$ cat config.mk
export PLATFORM = sky130hd
export DESIGN_NAME = aal1_sp_sync
export DESIGN_NICKNAME = d
export VERILOG_FILES = /design/src/rtl/aal1_sp_pkg.sv /design/src/rtl/aal1_sp_ctrl.sv /design/src/rtl/aal1_sp_datapath.sv /design/src/rtl/aal1_sp_sync.sv
export SDC_FILE = /design/constraint.sdc
export NUM_CORES = 1
export LEC_CHECK = 0
export BUFFER_PORTS_ARGS = -buffer_cell sky130_fd_sc_hd__clkbuf_2
export CAP_MARGIN = 20
export CORE_MARGIN = 2
export CORE_UTILIZATION = 28
export CTS_CLUSTER_SIZE = 8
export DETAILED_ROUTE_END_ITERATION = 7
export PLACE_DENSITY = 0.5
export SYNTH_ARGS = -nofsm -noshare
export SYNTH_HDL_FRONTEND = slang
export SYNTH_SLANG_ARGS = --single-unit
$ cat constraint.sdc
create_clock -name clk -period 5.45 [get_ports clk]
set_clock_uncertainty 0.15 [all_clocks]
set_input_delay 1.09 -clock clk [delete_from_list [all_inputs] [get_ports clk]]
set_output_delay 1.09 -clock clk [all_outputs]
set_load 0.005 [all_outputs]
$ cat src/rtl/aal1_sp_pkg.sv
package aal1_sp_pkg;

  localparam int SC_W    = 3;
  localparam int PTR_W   = 7;
  localparam int PTR_MAX = 93;

  typedef enum logic [1:0] {
    ST_HUNT = 2'd0,
    ST_SKIP = 2'd1,
    ST_SYNC = 2'd2
  } syncState_e;

  typedef struct packed {
    logic wrEn;
    logic wrFirst;
    logic closeErr;
    logic stsEn;
    logic stsHdrOk;
    logic stsSeqOk;
  } ctrlStrobes_t;

  // Remainder of (d * x^3) mod (x^3 + x + 1), computed serially MSB first.
  function automatic logic [2:0] crc3(input logic [3:0] d);
    logic [2:0] rem;
    logic fb;
    rem = 3'b000;
    for (int i = 3; i >= 0; i--) begin
      fb  = d[i] ^ rem[2];
      rem = {rem[1:0], 1'b0} ^ (fb ? 3'b011 : 3'b000);
    end
    return rem;
  endfunction

endpackage

$ cat src/rtl/aal1_sp_ctrl.sv
module aal1_sp_ctrl
  import aal1_sp_pkg::*;
#(
  parameter int BYTE_W  = 8,
  parameter int CNT_W   = SC_W,
  parameter int OFF_W   = PTR_W,
  parameter int OFF_MAX = PTR_MAX
) (
  input  logic              clk,
  input  logic              rstN,
  input  logic              inValid,
  input  logic              inFirst,
  input  logic [BYTE_W-1:0] inByte,
  output ctrlStrobes_t      strobes,
  output logic              syncedState
);

  localparam int CSI_BIT = BYTE_W - 1;
  localparam int SC_LSB  = CSI_BIT - CNT_W;

  syncState_e       state, stateNxt;
  logic [CNT_W-1:0] expSc, expScNxt;
  logic [OFF_W-1:0] skipCnt, skipCntNxt;
  logic             ptrNext, ptrNextNxt;

  logic             hdrCsi;
  logic [CNT_W-1:0] hdrSc;
  logic [2:0]       hdrCrc;
  logic             hdrGood, seqGood;
  logic [OFF_W-1:0] ptrVal;
  logic             ptrValid;

  always_comb begin
    hdrCsi   = inByte[CSI_BIT];
    hdrSc    = inByte[CSI_BIT-1:SC_LSB];
    hdrCrc   = inByte[3:1];
    hdrGood  = (hdrCrc == crc3({hdrCsi, hdrSc})) && !(^inByte);
    seqGood  = (state == ST_HUNT) || (hdrSc == expSc);
    ptrVal   = inByte[OFF_W-1:0];
    ptrValid = !(^inByte) && (ptrVal <= OFF_W'(OFF_MAX));
  end

  always_comb begin
    stateNxt   = state;
    expScNxt   = expSc;
    skipCntNxt = skipCnt;
    ptrNextNxt = ptrNext;
    strobes    = '0;
    if (inValid) begin
      if (inFirst) begin
        strobes.stsEn    = 1'b1;
        strobes.stsHdrOk = hdrGood;
        strobes.stsSeqOk = seqGood;
        if (state != ST_HUNT && !(hdrGood && seqGood)) begin
          strobes.closeErr = (state == ST_SYNC);
          stateNxt         = ST_HUNT;
        end
        if (hdrGood) expScNxt = hdrSc + 1'b1;
        ptrNextNxt = hdrGood && hdrCsi && !hdrSc[0];
      end else if (ptrNext) begin
        ptrNextNxt = 1'b0;
        if (state == ST_HUNT && ptrValid) begin
          stateNxt   = ST_SKIP;
          skipCntNxt = ptrVal;
        end
      end else begin
        unique case (state)
          ST_SKIP: begin
            if (skipCnt == '0) begin
              strobes.wrEn    = 1'b1;
              strobes.wrFirst = 1'b1;
              stateNxt        = ST_SYNC;
            end else begin
              skipCntNxt = skipCnt - 1'b1;
            end
          end
          ST_SYNC: strobes.wrEn = 1'b1;
          default: ;
        endcase
      end
    end
  end

  always_ff @(posedge clk) begin
    if (!rstN) begin
      state   <= ST_HUNT;
      expSc   <= '0;
      skipCnt <= '0;
      ptrNext <= 1'b0;
    end else begin
      state   <= stateNxt;
      expSc   <= expScNxt;
      skipCnt <= skipCntNxt;
      ptrNext <= ptrNextNxt;
    end
  end

  assign syncedState = (state == ST_SYNC);

endmodule

$ cat src/rtl/aal1_sp_datapath.sv
module aal1_sp_datapath
  import aal1_sp_pkg::*;
#(
  parameter int BYTE_W = 8
) (
  input  logic              clk,
  input  logic              rstN,
  input  logic [BYTE_W-1:0] inByte,
  input  ctrlStrobes_t      strobes,
  output logic              wrValid,
  output logic [BYTE_W-1:0] wrData,
  output logic              wrFirst,
  output logic              closeErr,
  output logic              stsValid,
  output logic              stsHdrOk,
  output logic              stsSeqOk
);

  always_ff @(posedge clk) begin
    if (!rstN) begin
      wrValid  <= 1'b0;
      wrData   <= '0;
      wrFirst  <= 1'b0;
      closeErr <= 1'b0;
      stsValid <= 1'b0;
      stsHdrOk <= 1'b0;
      stsSeqOk <= 1'b0;
    end else begin
      wrValid  <= strobes.wrEn;
      wrFirst  <= strobes.wrFirst;
      closeErr <= strobes.closeErr;
      stsValid <= strobes.stsEn;
      stsHdrOk <= strobes.stsHdrOk;
      stsSeqOk <= strobes.stsSeqOk;
      if (strobes.wrEn) wrData <= inByte;
    end
  end

endmodule

$ cat src/rtl/aal1_sp_sync.sv
module aal1_sp_sync
  import aal1_sp_pkg::*;
#(
  parameter int BYTE_W = 8
) (
  input  logic              clk,
  input  logic              rstN,
  input  logic              inValid,
  input  logic              inFirst,
  input  logic [BYTE_W-1:0] inByte,
  output logic              wrValid,
  output logic [BYTE_W-1:0] wrData,
  output logic              wrFirst,
  output logic              closeErr,
  output logic              stsValid,
  output logic              stsHdrOk,
  output logic              stsSeqOk,
  output logic              synced
);

  ctrlStrobes_t strobes;

  aal1_sp_ctrl #(.BYTE_W(BYTE_W)) u_ctrl (
    .clk        (clk),
    .rstN       (rstN),
    .inValid    (inValid),
    .inFirst    (inFirst),
    .inByte     (inByte),
    .strobes    (strobes),
    .syncedState(synced)
  );

  aal1_sp_datapath #(.BYTE_W(BYTE_W)) u_dp (
    .clk     (clk),
    .rstN    (rstN),
    .inByte  (inByte),
    .strobes (strobes),
    .wrValid (wrValid),
    .wrData  (wrData),
    .wrFirst (wrFirst),
    .closeErr(closeErr),
    .stsValid(stsValid),
    .stsHdrOk(stsHdrOk),
    .stsSeqOk(stsSeqOk)
  );

endmodule

==> flow_summary.yaml, run 1 <==
die:
  die_x_um: 78.9
  core.rowCount: 27
  dieArea_mm2: 0.00622
  initial_core_util: 0.287
  ioPinCount: 27
  die_h_um: 78.9
  core_area_mm2: 0.00547
critical_path:
  path_cells: "clkbuf_2, inv_1, ha_1, xnor3_1, xnor2_2, o31ai_1, o2111ai_1, a21oi_1"
  start_kind: "primary input"
  worstSetupPathType: "primary input to flop"
  cp-end-kind: "flop"
  worst-endpoint-required_ns: 5.51
  slowest_delay_ns: 0.60
  critPathMaxFanout: 8
  r2r-start: "u_ctrl.skipCnt[0]"
  worstPathArrival_ns: 3.21
  crit_slowest_cell: "o31ai_1"
  crit_start: "inByte[5]"
job:
  max-cap-violations: 0
yosys:
  post_synth.cell_area_avg_um2: 8.97
  seq_area_frac_synth: 0.344
  syn-cell-area_mm2: 0.00157
  synth_top_area_cell: "dfxtp_1"
  synthDistinctLibCells: 47
  yosysTopAreaCellShare: 0.344
  synth-edff-count: 0
  syn_inst: 175
  syn_nets: 195
  yosysWarnings: 0
  ys_async_sr_fraction: 0
  ys_ff_latch: 27
  synth-main-ff-cell: "dfxtp_1"
  synthMostInstantiatedCell: "dfxtp_1"
  synth_top_cells_by_count: "27 x dfxtp_1, 18 x o21ai_0, 11 x mux2i_1, 11 x nor2_1, 10 x nand2_1"
  synthTopCellsByArea: "dfxtp_1 34%, mux2i_1 7.0%, ha_1 6.4%, o21ai_0 5.7%, a21oi_1 2.9%"
placement:
  portBuffers: 26
  hpwl_um: 2680
  placedInstanceArea_mm2: 0.00176
  pre_cts_ws_ns: 1.96
  globalplace.congestion: 0.752
timing:
  period_share: 0.578
  rsz0062_at_grt: "no"
  finalCriticalPeriod_ns: 3.15
  fmax_mhz: 317
  layout_setup_ws_ns: 2.30
  drv_slew: 0
  hold_viol_final: 0
  relSlewSlack: 0.528
  worstMarginPinSlew_ns: 0.708
  hold_ws_ns: 0.331
  setup_viol: 0
  setup_tns_ns: 0
grt:
  use_met3: 0.0295
  grt_overflow: 0
  grt_pass1_wl_um: 6240
  grt.total_usage: 0.128
  busiest_layer: "met2"
  grt_max_degree: 23
  grt.met2_usage: 0.191
  grt_pass1_vias: 1207
  grt_use_met1: 0.183
  antenna_found_initial: 0
layout:
  area_delta_synth_final_pct: 15.2
  fillers: 590
  postLayoutCellArea_mm2: 0.00181
  antenna_cells: 0
  drive_above_1_share: 0.203
  fin_nets: 218
clock_tree:
  htree_levels: 1
  clock-sinks: 27
  ctsHoldBuffers: 0
  clk_path_buf_depth: 2
  cts_buffers: 3
  clk_latency_ns: 0.28
  root_buffer: "clkbuf_8"
  cts_tree: "done"
  post_cts_buffers: 0
  cts.repair.resized: 0
  path_clk_slew_ns: 0.10
route:
  routed_via_density: 4.90
  wl_um: 3810
  wl_per_cell_um: 14.2
  ant_nets: 0
  first_pass_iters: 4
  remaining_drc_errors: 0
  vias: 1318
  drtIter0Drc: 72
pwr:
  power_leakage_nw: 0.714
  irDropWorstVdd_mv: 0.0725
  p_per_area_mw_per_mm2: 212
  total_power_mw: 0.384
worst_hold_path:
  hold_path.class: "flop to flop"
  hp-start: "u_ctrl.expSc[1]"
outcome:
  run_status: "completed"
-- final timing paths --
| path | to | depth (start not counted) | slack [ns] |
|---|---|---|---|
| setup / recovery | u_ctrl.skipCnt[0] | 8 | 2.30 |
| hold / removal | u_ctrl.expSc[1] | 2 | 0.33 |
| setup reg to reg | u_dp.wrData[3] | 8 | 3.16 |
| hold reg to reg | u_ctrl.expSc[1] | 2 | 0.33 |
-- layout by cell type, fill, tap and decap left out, drive strengths merged, types with 3 or more instances in the layout --
cell and instances:
clkbuf 29, dfxtp 27, o21ai 18, mux2i 11, nor2 11, nand2 10
a21oi 9, ha 8, inv 7, nand2b 6, nand3 6, nor3 6
xor2 6, a31oi 4, xnor2 4, o31ai 3
-- through the flow --
stage	util	instances
5_1_grt	0.331	269
4_1_cts	0.331	269
6_report	0.331	269
3_3_place_gp	0.322	265
3_5_place_dp	0.322	265
2_1_floorplan	-	175
-- power by group --
group	internal [mW]	switching [mW]	total (mW)
Clock	0.0520	0.0689	0.121
Sequential	0.199	0.00110	0.200
Combinational	0.0259	0.0376	0.0635
Total	0.277	0.108	0.384
-- flip-flops by register name (all words and copies together) (netlist names) --
name	flops
u_dp.wrData	8
u_dp.stsSeqOk	1
u_ctrl.expSc	3
u_dp.stsHdrOk	1
u_ctrl.skipCnt	7
u_dp.wrValid	1
u_dp.closeErr	1
u_dp.wrFirst	1
u_dp.stsValid	1
u_ctrl.ptrNext	1
u_ctrl.state	2
-- final cells by class --
type | instances | area (um^2) | area share
clock buffers | 3 | 41.3 | 0.0228
clock inverters | 1 | 7.51 | 0.00415
inverters | 8 | 30.0 | 0.0166
multi-input cells | 131 | 962 | 0.532
flip-flops and latches | 27 | 541 | 0.299
well taps | 72 | 90.1 | 0.0498
repair buffers | 27 | 138 | 0.0761
-- per-layer routing --
| layer | vias to the layer above | wire length (um) |
|---|---|---|
| met5 | - | 0 |
| met4 | 0 | 43 |
| met3 | 2 | 172 |
| met2 | 32 | 1590 |
| met1 | 614 | 2000 |
| li1 | 670 | - |
-- worst max-delay path, delay by kind of cell --
| family | cells | cell delay (ns) |
|---|---|---|
| xor+xnor | 2 | 0.61 |
| buf+inv | 2 | 0.27 |
| compound gates | 3 | 0.95 |
| fa+ha+maj | 1 | 0.29 |
-- cell families after synthesis --
kind of cell,share of synthesized area
and+or+nand+nor,0.191
adders and majority gates,0.0701
DFF,0.344
xor gates and xnor gates,0.101
AOI/OAI and AO/OA,0.176
muxes,0.0701
buffers and inverters,0.0470
Power figures use the tool's default switching activity.
==> run 2, diff against run 1 <==
- clock period: 5.45 -> 2.97 ns (I/O delays scaled with it)
==> run 2 against run 1 <==
Against the previous run: worst setup slack lost 1.8 ns; via count increased by 2.8%; sequential share of layout area shrank 0.69 points; cell count is 2.2% higher; sequential cell count stayed put; global-route usage fell by 0.18 points; cell area rose by 2.4%; core utilization is 0.78 points higher; total power grew 84%; sequential power increased by 83%; critical path type unchanged; critical endpoint is now u_ctrl.ptrNext.
==> flow_summary.yaml, run 2 (same netlist as run 1, synthesis figures left out) <==
outcome:
  run_status: "completed"
critical_path:
  crit_buf_inv: 2
  crit_slowest_cell: "xnor3_1"
  worstPathArrival_ns: 2.47
  start_kind: "primary input"
  worstSetupPathType: "primary input to flop"
  r2r-start: "u_ctrl.ptrNext"
  reg2reg_depth: 4
  critPathTopFamily: "XOR/XNOR gates"
  worst_r2r_endpoint: "u_ctrl.skipCnt[2]"
  path_cells: "clkbuf_2, inv_1, ha_1, xnor3_1, xnor2_2, nor3_2, nand4_2, o41ai_1"
  cp-end-kind: "flop"
  critPathMaxFanout: 6
  worst-endpoint-required_ns: 3.00
  slowest_delay_ns: 0.43
  rrSetupSlack_ns: 0.88
placement:
  hpwl_um: 2750
  portBuffers: 26
  pre_cts_ws_ns: 0.199
  globalplace.congestion: 0.763
  placedInstanceArea_mm2: 0.00181
timing:
  period_share: 0.821
  fmax_mhz: 410
  setup_viol: 0
  finalCriticalPeriod_ns: 2.44
  relSlewSlack: 0.550
  setup_tns_ns: 0
  drv_slew: 0
  rsz0062_at_grt: "no"
  layout_setup_ws_ns: 0.532
  worstMarginPinSlew_ns: 0.673
  hold_viol_final: 0
pwr:
  power_leakage_nw: 0.747
  total_power_mw: 0.706
  p_per_area_mw_per_mm2: 381
  irDropWorstVdd_mv: 0.156
clock_tree:
  post_cts_buffers: 0
  cts.repair.resized: 0
  clk_path_buf_depth: 2
  root_buffer: "clkbuf_8"
  clk_latency_ns: 0.28
  ctsHoldBuffers: 0
  path_clk_slew_ns: 0.09
  clock-sinks: 27
  cts_buffers: 3
  cts_tree: "done"
  htree_levels: 1
layout:
  final_cell_mix: "27 x dfxtp_1, 26 x clkbuf_2, 18 x o21ai_0, 11 x mux2i_1, 11 x nor2_1"
  area_delta_synth_final_pct: 17.9
  postLayoutCellArea_mm2: 0.00185
  largest_reg_flops: 8
  top_regs: "u_dp.wrData x8, u_ctrl.skipCnt x7, u_ctrl.expSc x3"
  fillers: 602
  layout_commonest_cell: "dfxtp_1"
  fin_nets: 224
  top_register: "u_dp.wrData"
  finish.utilization: 0.338
  antenna_cells: 0
  drive_above_1_share: 0.227
route:
  wl_per_cell_um: 13.3
  routed_via_density: 4.93
  ant_nets: 0
  first_pass_iters: 4
  drtIter0Drc: 48
  remaining_drc_errors: 0
  wl_um: 3650
  vias: 1355
worst_hold_path:
  hold_path.class: "flop to flop"
  whs_endpoint: "u_ctrl.expSc[2]"
  hp-start: "u_ctrl.expSc[2]"
  hold_depth: 2
grt:
  grt_pass1_wl_um: 6220
  antenna_found_initial: 0
  grt_overflow: 0
  grt_max_degree: 23
  grt.total_usage: 0.126
  grt_pass1_vias: 1281
job:
  max-cap-violations: 0
die:
  die_x_um: 78.9
  ioPinCount: 27
  core.rowCount: 27
  core_area_mm2: 0.00547
  die_h_um: 78.9
  dieArea_mm2: 0.00622
  initial_core_util: 0.287
run 2: cell types whose count changed in the layout (fill, tap and decap cells not counted), sizes merged:
| cell | delta |
|---|---|
| buf | +6 |
| clkinv | +1 |
| clkinvlp | -1 |
run 2: area by class of cell:
cell class                 count  area (um^2)  area share
clock inverter                 1         5.00     0.00270
clock buffer                   3         41.3      0.0223
multi-input combinational    131          962       0.520
tap                           72         90.1      0.0486
timing repair buffer          33          183      0.0986
inverter                       8         30.0      0.0162
sequential                    27          541       0.292
run 2: routing by layer:
metal  vias to the layer above  global-route usage  wire, um
li1                        682                   -         -
met1                       628               0.176      1790
met2                        41               0.187      1570
met3                         4              0.0261       217
met4                         0              0.0552        70
met5                         -                   0         0
run 2: worst min-delay path, stage by stage, from the launching register on:
cell and delay (ns):
dfxtp_1 0.33, nand2_1 0.05, mux2i_1 0.05
run 2: power breakdown:
part	leakage [nW]	internal, mW	switching (mW)	total (mW)
Combinational	0.504	0.0511	0.0678	0.119
Sequential	0.218	0.365	0.00196	0.367
Clock	0.0255	0.0944	0.126	0.221
Total	0.747	0.510	0.196	0.706
run 2: worst max path at each step:
| stage | startpoint | endpoint | depth (start not counted) | slack [ns] |
|---|---|---|---|---|
| finish | inByte[5] | u_ctrl.ptrNext | 8 | 0.53 |
| global route | inByte[5] | u_ctrl.ptrNext | 8 | 0.36 |
| CTS | inByte[5] | u_ctrl.ptrNext | 8 | 0.51 |
| detailed placement | inByte[2] | u_ctrl.ptrNext | 7 | 0.20 |
| global placement | inByte[2] | u_ctrl.ptrNext | 7 | 0.26 |
| floorplan | inByte[5] | u_ctrl.skipCnt[2] | 8 | 0.19 |
run 2: per-stage QoR:
step | hold WS (ns) | std cells
floorplan | 0.299 | 175
global placement | 0.309 | 271
detailed placement | 0.314 | 271
CTS | 0.329 | 275
global route | 0.352 | 275
finish | 0.325 | 275
